$ cat src/rtl/wfg_pkg.sv
package wfg_pkg;

    typedef enum logic [2:0] {
        S_IDLE  = 3'd0,
        S_DELAY = 3'd1,
        S_RUN   = 3'd2,
        S_GAP   = 3'd3
    } seq_state_e;

    typedef enum logic [1:0] {
        STOP_NOW  = 2'd0,
        STOP_WAVE = 2'd1,
        STOP_ITER = 2'd2
    } stop_kind_e;

    typedef struct packed {
        logic       valid;
        stop_kind_e kind;
    } stop_req_t;

    function automatic stop_kind_e stop_decode(input logic [1:0] mode);
        case (mode)
            2'b01:   return STOP_WAVE;
            2'b10:   return STOP_ITER;
            default: return STOP_NOW;
        endcase
    endfunction

endpackage

$ cat src/rtl/wfg_interval_timer.sv
module wfg_interval_timer #(
    parameter int UI_W   = 24,
    parameter int MIN_UI = 40
) (
    input  logic            clk,
    input  logic            rst,
    input  logic            run,
    input  logic [UI_W-1:0] interval,
    output logic            tick
);
    localparam logic [UI_W-1:0] MIN_V = UI_W'(MIN_UI);

    logic [UI_W-1:0] cnt;
    logic [UI_W-1:0] eff;

    assign eff  = (interval < MIN_V) ? MIN_V : interval;
    assign tick = run && (cnt == '0);

    always_ff @(posedge clk) begin
        if (rst || !run)
            cnt <= '0;
        else if (tick)
            cnt <= eff - 1'b1;
        else
            cnt <= cnt - 1'b1;
    end

    // a strobe never lasts longer than one cycle
    assert_tick_single_R7: assert property (@(posedge clk) disable iff (rst)
        tick |=> !tick);

endmodule

$ cat src/rtl/wfg_addr_gen.sv
module wfg_addr_gen #(
    parameter int ADDR_W = 10
) (
    input  logic              clk,
    input  logic              rst,
    input  logic              restart,
    input  logic              advance,
    input  logic [ADDR_W:0]   pat_len,
    output logic [ADDR_W-1:0] addr
);
    logic [ADDR_W:0] nxt;

    assign nxt = {1'b0, addr} + 1'b1;

    always_ff @(posedge clk) begin
        if (rst || restart)
            addr <= '0;
        else if (advance)
            addr <= (nxt >= pat_len) ? '0 : nxt[ADDR_W-1:0];
    end

    // the pointer never leaves the stored pattern
    assert_addr_in_range_R5: assert property (@(posedge clk) disable iff (rst)
        (advance && ({1'b0, addr} < pat_len)) |=> ({1'b0, addr} < $past(pat_len)));

endmodule

$ cat src/rtl/wfg_trig_gate.sv
module wfg_trig_gate #(
    parameter int TRG_W = 16
) (
    input  logic             clk,
    input  logic             rst,
    input  logic             clear,
    input  logic             take,
    input  logic             retrig_en,
    input  logic [TRG_W-1:0] limit,
    output logic             ok
);
    logic [TRG_W-1:0] acc;

    assign ok = retrig_en ? (acc < limit) : (acc == '0);

    always_ff @(posedge clk) begin
        if (rst || clear)
            acc <= '0;
        else if (take && (acc != '1))
            acc <= acc + 1'b1;
    end

    // the sequencer only takes a start that the gate allows
    assert_take_allowed_R10: assert property (@(posedge clk) disable iff (rst)
        take |-> ok);

endmodule

$ cat src/rtl/wfg_seq.sv
module wfg_seq
    import wfg_pkg::*;
#(
    parameter int UI_W   = 24,
    parameter int UC_W   = 24,
    parameter int IC_W   = 16,
    parameter int DLY_W  = 16,
    parameter int TRG_W  = 16,
    parameter int ADDR_W = 10,
    parameter int NCH    = 4,
    parameter int MIN_UI = 40
) (
    input  logic              clk,
    input  logic              rst,
    input  logic              start_trig,
    input  logic              stop_trig,
    input  logic [1:0]        stop_mode,
    input  logic              trig_reset,
    input  logic              retrig_en,
    input  logic [TRG_W-1:0]  trig_limit,
    input  logic [UI_W-1:0]   upd_interval,
    input  logic [UC_W-1:0]   wave_len,
    input  logic [IC_W-1:0]   iter_count,
    input  logic              iter_en,
    input  logic [DLY_W-1:0]  start_delay,
    input  logic [DLY_W-1:0]  gap_len,
    input  logic              dly_tick,
    input  logic [ADDR_W:0]   pat_len,
    input  logic [NCH-1:0]    ch_en,
    output logic [ADDR_W-1:0] rd_addr,
    output logic              wr_stb,
    output logic [NCH-1:0]    ch_wr,
    output logic              group_upd,
    output logic              busy
);
    localparam logic [DLY_W-1:0] DLY_ONE = DLY_W'(1);

    seq_state_e      state, nstate;
    stop_req_t       pend_q, pend_eff;
    logic            tick, gate_ok, take, halt_now;
    logic            wave_end, end_run, met_next, met_now;
    logic [UC_W-1:0] samp_cnt;
    logic [IC_W-1:0] iter_cnt, iter_next;
    logic [DLY_W-1:0] dcnt, gcnt;

    wfg_interval_timer #(.UI_W(UI_W), .MIN_UI(MIN_UI)) u_timer (
        .clk(clk), .rst(rst), .run(state == S_RUN),
        .interval(upd_interval), .tick(tick)
    );

    wfg_addr_gen #(.ADDR_W(ADDR_W)) u_addr (
        .clk(clk), .rst(rst), .restart(take), .advance(wr_stb),
        .pat_len(pat_len), .addr(rd_addr)
    );

    wfg_trig_gate #(.TRG_W(TRG_W)) u_gate (
        .clk(clk), .rst(rst), .clear(trig_reset), .take(take),
        .retrig_en(retrig_en), .limit(trig_limit), .ok(gate_ok)
    );

    assign wr_stb    = (state == S_RUN) && tick;
    assign busy      = (state == S_RUN) || (state == S_GAP);
    assign wave_end  = ({1'b0, samp_cnt} + 1'b1) >= {1'b0, wave_len};
    assign iter_next = (iter_cnt == '1) ? iter_cnt : iter_cnt + 1'b1;
    assign met_next  = iter_next >= iter_count;
    assign met_now   = iter_cnt >= iter_count;
    assign halt_now  = stop_trig && (stop_decode(stop_mode) == STOP_NOW);

    always_comb begin
        pend_eff = pend_q;
        if (stop_trig) begin
            pend_eff.valid = 1'b1;
            pend_eff.kind  = stop_decode(stop_mode);
        end
    end

    assign end_run = (iter_en && met_next)
                   || (pend_eff.valid && pend_eff.kind == STOP_WAVE)
                   || (pend_eff.valid && pend_eff.kind == STOP_ITER && met_next);

    always_comb begin
        nstate = state;
        take   = 1'b0;
        case (state)
            S_IDLE: begin
                if (start_trig && gate_ok) begin
                    take   = 1'b1;
                    nstate = (start_delay == '0) ? S_RUN : S_DELAY;
                end
            end
            S_DELAY: begin
                if (stop_trig)
                    nstate = S_IDLE;
                else if (dly_tick && dcnt == DLY_ONE)
                    nstate = S_RUN;
            end
            S_RUN: begin
                if (halt_now)
                    nstate = S_IDLE;
                else if (tick && wave_end)
                    nstate = end_run ? S_IDLE : ((gap_len != '0) ? S_GAP : S_RUN);
                else if (!tick && samp_cnt == '0 && pend_eff.valid &&
                         (pend_eff.kind == STOP_WAVE || (pend_eff.kind == STOP_ITER && met_now)))
                    nstate = S_IDLE;
            end
            S_GAP: begin
                if (halt_now)
                    nstate = S_IDLE;
                else if (pend_eff.valid &&
                         (pend_eff.kind == STOP_WAVE || (pend_eff.kind == STOP_ITER && met_now)))
                    nstate = S_IDLE;
                else if (gcnt == DLY_ONE)
                    nstate = S_RUN;
            end
            default: nstate = S_IDLE;
        endcase
    end

    always_ff @(posedge clk) begin
        if (rst) begin
            state     <= S_IDLE;
            pend_q    <= '0;
            dcnt      <= '0;
            gcnt      <= '0;
            samp_cnt  <= '0;
            iter_cnt  <= '0;
            group_upd <= 1'b0;
        end else begin
            state     <= nstate;
            group_upd <= wr_stb && (ch_en != '0);
            if (nstate == S_IDLE || take)
                pend_q <= '0;
            else if (stop_trig && busy)
                pend_q <= pend_eff;
            if (take)
                dcnt <= start_delay;
            else if (state == S_DELAY && dly_tick)
                dcnt <= dcnt - 1'b1;
            if (state == S_RUN && nstate == S_GAP)
                gcnt <= gap_len;
            else if (state == S_GAP)
                gcnt <= gcnt - 1'b1;
            if (take) begin
                samp_cnt <= '0;
                iter_cnt <= '0;
            end else if (wr_stb) begin
                samp_cnt <= wave_end ? '0 : samp_cnt + 1'b1;
                if (wave_end)
                    iter_cnt <= iter_next;
            end
        end
    end

    for (genvar g = 0; g < NCH; g++) begin : g_chan
        assign ch_wr[g] = wr_stb && ch_en[g];
    end

    // checker: cycles since the previous strobe
    int since_stb;
    always_ff @(posedge clk) begin
        if (rst)
            since_stb <= 0;
        else if (wr_stb)
            since_stb <= 1;
        else if (since_stb < 1_000_000)
            since_stb <= since_stb + 1;
    end

    // strobes inside one waveform respect the minimum interval
    assert_min_spacing_R3: assert property (@(posedge clk) disable iff (rst)
        (wr_stb && samp_cnt != '0) |-> (since_stb >= MIN_UI));

    // busy rises only together with the first strobe
    assert_busy_with_strobe_R8: assert property (@(posedge clk) disable iff (rst)
        $rose(busy) |-> wr_stb);

    // an immediate stop ends playback in the next cycle
    assert_stop_now_R12: assert property (@(posedge clk) disable iff (rst)
        (busy && stop_trig && stop_mode == 2'b00) |=> (!busy && !wr_stb));

endmodule

$ cat config.mk
export PLATFORM = sky130hd
export DESIGN_NAME = wfg_seq
export DESIGN_NICKNAME = d
export VERILOG_FILES = /design/src/rtl/wfg_pkg.sv /design/src/rtl/wfg_interval_timer.sv /design/src/rtl/wfg_addr_gen.sv /design/src/rtl/wfg_trig_gate.sv /design/src/rtl/wfg_seq.sv
export SDC_FILE = /design/constraint.sdc
export NUM_CORES = 1
export LEC_CHECK = 0
export BUFFER_PORTS_ARGS = -buffer_cell sky130_fd_sc_hd__buf_2
export CAP_MARGIN = 15
export CORE_UTILIZATION = 55
export CTS_BUF_LIST = sky130_fd_sc_hd__clkbuf_8
export CTS_CLUSTER_DIAMETER = 80
export DETAILED_ROUTE_END_ITERATION = 16
export GPL_ROUTABILITY_DRIVEN = 0
export MAX_ROUTING_LAYER = met4
export PLACE_DENSITY = 0.78
export SLEW_MARGIN = 20
export SYNTH_ARGS = -nofsm -noshare
export SYNTH_HDL_FRONTEND = slang
export SYNTH_HIERARCHICAL = 1
export SYNTH_SLANG_ARGS = --single-unit
$ cat constraint.sdc
create_clock -name clk -period 8.3 [get_ports clk]
set_input_delay 1.66 -clock clk [delete_from_list [all_inputs] [get_ports clk]]
set_output_delay 1.66 -clock clk [all_outputs]
set_load 0.005 [all_outputs]
* After elaboration in Yosys (flattened, before gate mapping)
Cells that the tools add are included.
Word-level totals: bits in registers 129, input bits 137, output and inout port bits 17, logic and storage cells 113
Cells by class: add/subtract/negate cells 9, magnitude comparators 6, equal/unequal tests 12, multiplexer cells 27, reduce and logical (&&, ||, !) cells 48
Operators with widths (count):
- $mux W16 | 5
- $mux W24 | 3
- $logic_not A24 Y1 | 2
- $sub A24 B1 Y24 const B | 2
- $add A16 B1 Y16 const B | 2
- $eq A16 B1 Y1 const B | 2
- $ge A16 B16 Y1 | 2
- $logic_not A16 Y1 | 2
- $sub A16 B1 Y16 const B | 2
- $mux W3 | 10
- $add A24 B1 Y25 const B | 1
- $ge A25 B24 Y1 | 1
- $add A24 B1 Y24 const B | 1
- $logic_and A1 B1 Y1 | 24
- $lt A24 B6 Y1 const B | 1
- $eq A16 B16 Y1 const B | 1
- $lt A16 B16 Y1 | 1
- $ne A16 B16 Y1 const B | 1
- $reduce_bool A16 Y1 | 1
- $pmux W3 S4 | 1
- $add A10 B1 Y11 const B | 1
- $ge A11 B11 Y1 | 1
- $mux W10 | 1
- $eq A3 B2 Y1 const B | 3
- 14 further kinds | 31

* Depth between registers and ports, before layout
Gate-level depths: netlist of run 1.
word-level depth 14, gate-level depth with buffers 19, depth with buffers taken out 17

* Hierarchy
Netlist of run 1, hierarchy kept.
By module, submodules not included:
- wfg_seq | instances 1, cells an instance 785, area an instance 6090.8 um^2, seq. area each 1581.5 um^2
- wfg_interval_timer | instances 1, cells an instance 224, area an instance 1785.5 um^2, seq. area each 480.5 um^2
- wfg_trig_gate | instances 1, cells an instance 151, area an instance 1236.2 um^2, seq. area each 320.3 um^2
- wfg_addr_gen | instances 1, cells an instance 107, area an instance 842.1 um^2, seq. area each 200.2 um^2

* Worst setup path before layout of run 1
No wires, ideal clock.
kind reg-to-output, start point register state[1], end point output wr_stb, arrival time 2.910 ns, required time 6.640 ns, slack 3.730 ns, cell stages (with the launch flop) 13, path buffers 4, cells stage by stage dfxtp_1 > nor2b_1 > nor2b_1 > nor4b_1 > nand4_1 > or2_1 > buf_2 > inv_2 > buf_2 > nand2_1 > inv_1 > buf_2 > buf_2
Between the ends: cells in the longest elaborated chain, start to end 3
RTL lines:
- from (decl) | RTL line wfg_seq.sv:38 | seq_state_e state, nstate;
- from (signal assigned) | RTL line wfg_seq.sv:129 | state <= nstate;
- $eq A3 B2 Y1 | RTL line wfg_seq.sv:47 | .clk(clk), .rst(rst), .run(state == S_RUN),
- $logic_and A1 B1 Y1 | RTL line wfg_interval_timer.sv:17 | assign tick = run && (cnt == '0);
- via tick | RTL line wfg_seq.sv:40 | logic tick, gate_ok, take, halt_now;
- $logic_and A1 B1 Y1 | RTL line wfg_seq.sv:61 | assign wr_stb = (state == S_RUN) && tick;
- to (decl) | RTL line wfg_seq.sv:31 | output logic wr_stb,
The timed path passes the listed nets, and every way through them passes these cells.

* Final worst setup path of run 1
Ends and elaborated chain as after synthesis.

==> results_dict.tcl, run 1 <==
set metrics [dict create \
    syn_area_um2 9950 \
    ys_seq_area_share_pct 25.9 \
    skew_ns 0.0112 \
    slowest_stage "inv_2" \
    synth_edf_count 0 \
    finalSetupViolations 0 \
    clock_latency_ns 0.45 \
    switchingPower_uw 326 \
    worstMarginPinSlew_ns 1.05 \
    cp_slowest_stage_delay_ns 0.51 \
    ant_nets 0 \
    rsz0062_at_grt "no" \
    clk_pin_slew_worst_paths_ns 0.07 \
    grt_usage_pct 27.8 \
    grt_pass1_wl_um 40300 \
    crit_path_start_kind "flip-flop" \
    hold_buffers 0 \
    drive_above_1_share_pct 17.5 \
    r2r_slack_ns 3.54 \
    crit_buf_inv 5 \
    pin_count 154 \
    drt_wl_total_um 25100 \
    grt_use_met3_pct 4.26 \
    synth_ff_type "dfxtp_1" \
    wire_per_inst_um 15.3 \
    final.period_utilization_pct 64.8 \
    synthCells 1267 \
    finalHoldViolations 0 \
    die_h_um 137 \
    cp.required_ns 6.64 \
    initial_core_util_pct 57.0 \
    cts.sinks 129 \
    p_comb_share_pct 9.3 \
    dr.pass1.iters 5 \
    diodes 0 \
    hold_class "reg -> reg" \
    vias 9733 \
    vdd_drop_max_v 0.0000920 \
    num_rows 48 \
    ys_warn_count 6 \
    power-per-cell-area_nw_per_um2 119 \
    cts_setup_buffers 0 \
    crit_family "simple AND/OR/NAND/NOR gates" \
    async_flop_share_pct 0 \
    fmax_mhz 186 \
    syn_nets 1499 \
    drt-initial-drc-count 624 \
    hpwl_um 19000 \
    setup_tns_ns 0 \
    syn_avg_cell_area_um2 7.86 \
    synth_seq_cells 129 \
    vias_per_cell 5.95 \
    p_int_mw 1.01 \
    core_region_area_um2 17500 \
    cts_resized 0 \
    finalMaxSlewViolations 0 \
    antenna_found_initial 0 \
    cts-buffers-inserted 17 \
    io_buffers 153 \
    leakage_nw 5.08 \
    total_power_mw 1.34 \
    gr-total-overflow 0 \
    root_buffer "clkbuf_8" \
    timing.max_cap.violations 0 \
    endpoint_kind "output port" \
    grt_pass1_vias 8864 \
    critPathArrivalTime_ns 3.72 \
    crit_fanout 32 \
    die-area_um2 18600 \
    die_w_um 137 \
    nets 1631 \
    cp_cell_sequence "nor2b_1, nor2b_1, buf_4, nor4b_1, nand4_1, or2_1, inv_2, nand2_1, buf_4, inv_1, buf_2" \
    area_growth_pct 13.1 \
    grt_max_degree 42 \
    cts_tree "built" \
    relSlewSlack_pct 29.4 \
    status "finished, final reports clean" \
    grtUsageMet1_pct 34.2 \
    fin_crit_ns 5.38 \
    worstSetupPathType "reg -> out" \
    cts_buffer_depth 2 \
    grt_use_met2_pct 45.7 \
    seqPwrFrac_pct 46.9 \
    busiest_layer "met2" \
    fillers 1564 \
    swShare_pct 24.4 \
    drc 0 \
    clock_power_share_pct 43.8 \
    h-tree-depth 4 \
    synth_cell_types 88 \
]
[power groups by stage]
| stage | registers [mW] | logic, mW | clock network (mW) |
|---|---|---|---|
| floorplan | 0.641 | 0.0674 | 0 |
| global placement | 0.642 | 0.121 | 0 |
| detailed placement | 0.642 | 0.123 | 0 |
| CTS | 0.628 | 0.124 | 0.600 |
| global route | 0.629 | 0.140 | 0.623 |
| finish | 0.629 | 0.125 | 0.587 |
[cells in the final DEF, fill, tap and decap left out, drive strengths merged, types with 11 or more instances in the layout]
cell / instances
or3: 18
a211oi: 18
o21ai: 46
xnor2: 45
nand3b: 14
nand4: 37
or4: 16
a21oi: 93
ha: 95
and3: 24
buf: 159
mux2i: 11
nand2: 96
nor2: 146
inv: 93
nor3: 48
nor4: 39
clkbuf: 19
nand3: 68
xor2: 52
dfxtp: 129
[sequential cells by signal, indices dropped and copies added (netlist names)]
name,cells
dcnt,16
u_timer/cnt,24
state,3
pend_q,3
u_gate/acc,16
gcnt,16
u_addr/addr,10
group_upd,1
iter_cnt,16
samp_cnt,24
[kinds of logic (layout without fill, tap and decap cells)]
group / count (synthesis) / in the layout / share of synthesized area (%)
other: 1 / 1 / 0.0377
adder cells (fa/ha/maj): 95 / 95 / 11.9
flip-flops: 129 / 129 / 25.9
XOR/XNOR: 97 / 97 / 8.53
multiplexers: 12 / 12 / 1.22
AO/OA/AOI/OAI: 235 / 235 / 16.1
AND/OR/NAND/NOR: 561 / 561 / 30.6
buffers and inverters: 137 / 282 / 5.62
[synthesized netlist by cell type (16+ instances only)]
master	number	area, um^2
nand2_1	93	349
nand3_1	65	325
nor2_1	146	548
ha_1	95	1190
inv_1	90	338
buf_2	16	80.1
nor3_1	47	235
and3_1	22	138
or3_1	18	113
xnor2_1	45	394
o21ai_0	43	215
nor4_1	31	194
nand4_1	34	213
xor2_1	52	455
clkbuf_1	22	82.6
a21oi_1	93	465
dfxtp_1	129	2580
[worst min-delay path: cells and delay by family, from the launching register on]
| kind | cells | cell delay (ns) |
|---|---|---|
| AND/OR/NAND/NOR | 1 | 0.07 |
| flip-flops | 1 | 0.35 |
| AO/OA/AOI/OAI | 1 | 0.05 |
[through the flow]
step           area, um^2  setup WS (ns)  hold WS (ns)  util (%)  std cells
2_1_floorplan        9950           3.73         0.474         -       1267
3_3_place_gp        10800           3.46         0.496      62.0       1605
3_5_place_dp        10800           3.39         0.501      62.0       1605
4_1_cts             11300           2.90         0.511      64.4       1637
5_1_grt             11300           2.63         0.532      64.4       1637
6_report            11300           2.92         0.512      64.4       1637
[metal layers]
layer  share of wire (%)  up-vias
met5                   0        -
met4                 2.4        0
met3                 5.9       46
met2                  47      338
met1                  44     4497
li1                    -     4852
[final timing paths]
check                     from      endpoint  depth (start not counted)
setup / recovery      state[1]        wr_stb                         11
hold / removal    iter_cnt[14]  iter_cnt[14]                          2
setup reg to reg   iter_cnt[1]       gcnt[1]                         17
hold reg to reg   iter_cnt[14]  iter_cnt[14]                          2
[final cells by class]
class | count | area, um^2 | area share [%]
Multi-Input combinational cell | 1001 | 6810 | 60.5
Tap cell | 225 | 282 | 2.50
Sequential cell | 129 | 2580 | 22.9
Clock inverter | 13 | 168 | 1.49
Timing Repair Buffer | 159 | 811 | 7.20
Clock buffer | 19 | 262 | 2.32
Inverter | 91 | 342 | 3.03
Note: power is estimated with default switching activity, not from simulation.
==> run 2: changes to the inputs <==
==> constraint.sdc (replaced) <==
create_clock -name clk -period 5.5 [get_ports clk]
set_input_delay 1.1 -clock clk [delete_from_list [all_inputs] [get_ports clk]]
set_output_delay 1.1 -clock clk [all_outputs]
set_load 0.005 [all_outputs]
==> results_dict.tcl, run 2 (synthesis gave the netlist of run 1 again) <==
set metrics [dict create \
    grt_pass1_vias 9043 \
    timing.max_cap.violations 0 \
    place_inst 1607 \
    cts.sinks 129 \
    skew_ns 0.0136 \
    diodes 0 \
    vdd_drop_max_v 0.000158 \
    slowest_stage "inv_1" \
    ant_nets 0 \
    hold-worst-slack_ns 0.507 \
    finalSetupViolations 0 \
    dpl-instance-area_um2 10800 \
    antenna_found_initial 0 \
    r2r_slack_ns 0.87 \
    nets 1633 \
    cp_cell_sequence "nor2b_1, nor2b_1, buf_4, nor4b_1, nand4_1, or2_1, inv_2, nand2_1, buf_4, inv_1, buf_2" \
    relSlewSlack_pct 35.0 \
    status "finished, final reports clean" \
    grt_max_degree 41 \
    io_buffers 153 \
    root_buffer "clkbuf_8" \
    worstSetupPathType "reg -> out" \
    cts_buffer_depth 2 \
    initial_core_util_pct 57.0 \
    drc 0 \
    total_power_mw 2.01 \
    drive_above_1_share_pct 17.6 \
    cts-buffers-inserted 17 \
    finalHoldViolations 0 \
    cts_resized 0 \
    core_region_area_um2 17500 \
    design_area_um2 11300 \
    multi_input_area_um2 6810 \
    vias 9638 \
    pin_count 154 \
    die_h_um 137 \
    wire_per_inst_um 15.4 \
    power-per-cell-area_nw_per_um2 179 \
    busiest_layer "met2" \
    die-area_um2 18600 \
    rsz0062_at_grt "no" \
    worst_hold_path.endpoint "dcnt[13]" \
    crit_path_start_kind "flip-flop" \
    grt_use_met3_pct 4.85 \
    cp_slowest_stage_delay_ns 0.49 \
    fin_crit_ns 4.72 \
    endpoint_kind "output port" \
    setup_tns_ns 0 \
    h-tree-depth 4 \
    worstMarginPinSlew_ns 0.976 \
    final_common_cell "buf_2" \
    hold_class "reg -> reg" \
    crit_fanout 25 \
    area_growth_pct 13.2 \
    gr-total-overflow 0 \
    cts_tree "built" \
    hold_buffers 0 \
    final.period_utilization_pct 85.8 \
    grt_use_met2_pct 47.4 \
    grt_usage_pct 28.8 \
    clock_latency_ns 0.46 \
    grtUsageMet1_pct 35.0 \
    ff2ff_path_depth 16 \
    cts_setup_buffers 0 \
    die_w_um 137 \
    final_cell_mix "153 x buf_2, 146 x nor2_1, 129 x dfxtp_1" \
    finalMaxSlewViolations 0 \
    r2r-start "samp_cnt[2]" \
    drt-initial-drc-count 585 \
    finish.utilization_pct 64.5 \
    fmax_mhz 212 \
    drt_wl_total_um 25200 \
    r2r-end "pend_q[0]" \
    min_path_cells 2 \
    leakage_nw 5.08 \
    holdCritStartpoint "dcnt[13]" \
    dr.pass1.iters 5 \
    num_rows 48 \
    setup_slack_ns 0.782 \
    regArea_um2 2580 \
    grt_pass1_wl_um 41900 \
    top_regs "samp_cnt (24), u_timer/cnt (24)" \
    critPathArrivalTime_ns 3.62 \
    hpwl_um 19300 \
    clk_pin_slew_worst_paths_ns 0.08 \
    pre_cts_slack_ns 0.958 \
    fillers 1509 \
    cp.required_ns 4.40 \
    fin_cells 1639 \
    vias_per_cell 5.88 \
]
## run 2: cell types whose count changed in the layout (fill, tap and decap cells not counted)
cell / before / now
bufinv_16: 4 / 3
buf_4: 6 / 8
clkinv_4: 0 / 1
clkbuf_8: 19 / 21
clkinv_2: 5 / 3
## run 2: critical path, delay by kind of cell (launching register included)
family                 cells  cell delay [ns]
AND/OR/NAND/NOR            6             1.59
flip-flops                 1             0.36
buffers and inverters      5             1.21
## run 2: metal layers
| layer | vias to the layer above | wire length, um |
|---|---|---|
| met4 | 0 | 714 |
| li1 | 4833 | - |
| met3 | 58 | 1570 |
| met5 | - | 0 |
| met2 | 329 | 11800 |
| met1 | 4418 | 11100 |
## run 2: how the worst max path moves through the flow
stage,startpoint,endpoint,slack (ns),depth (start not counted)
after floorplan,state[1],wr_stb,1.49,12
after global placement,iter_cnt[1],gcnt[11],1.14,17
after detailed placement,samp_cnt[2],samp_cnt[2],0.96,15
after CTS,state[1],wr_stb,0.78,11
after global routing,state[1],wr_stb,0.43,11
final,state[1],wr_stb,0.78,11
## run 2: cell type report
cell class                      count  area share (%)
Tap cell                          225            2.50
Sequential cell                   129            22.9
Inverter                           91            3.03
Clock inverter                     11            1.21
Multi-Input combinational cell   1001            60.5
Timing Repair Buffer              161            7.33
Clock buffer                       21            2.56
## run 2: power breakdown
part / switching (mW) / total [mW] / internal (mW)
registers: 0.00795 / 0.948 / 0.940
logic: 0.111 / 0.190 / 0.0788
clock network: 0.382 / 0.873 / 0.492
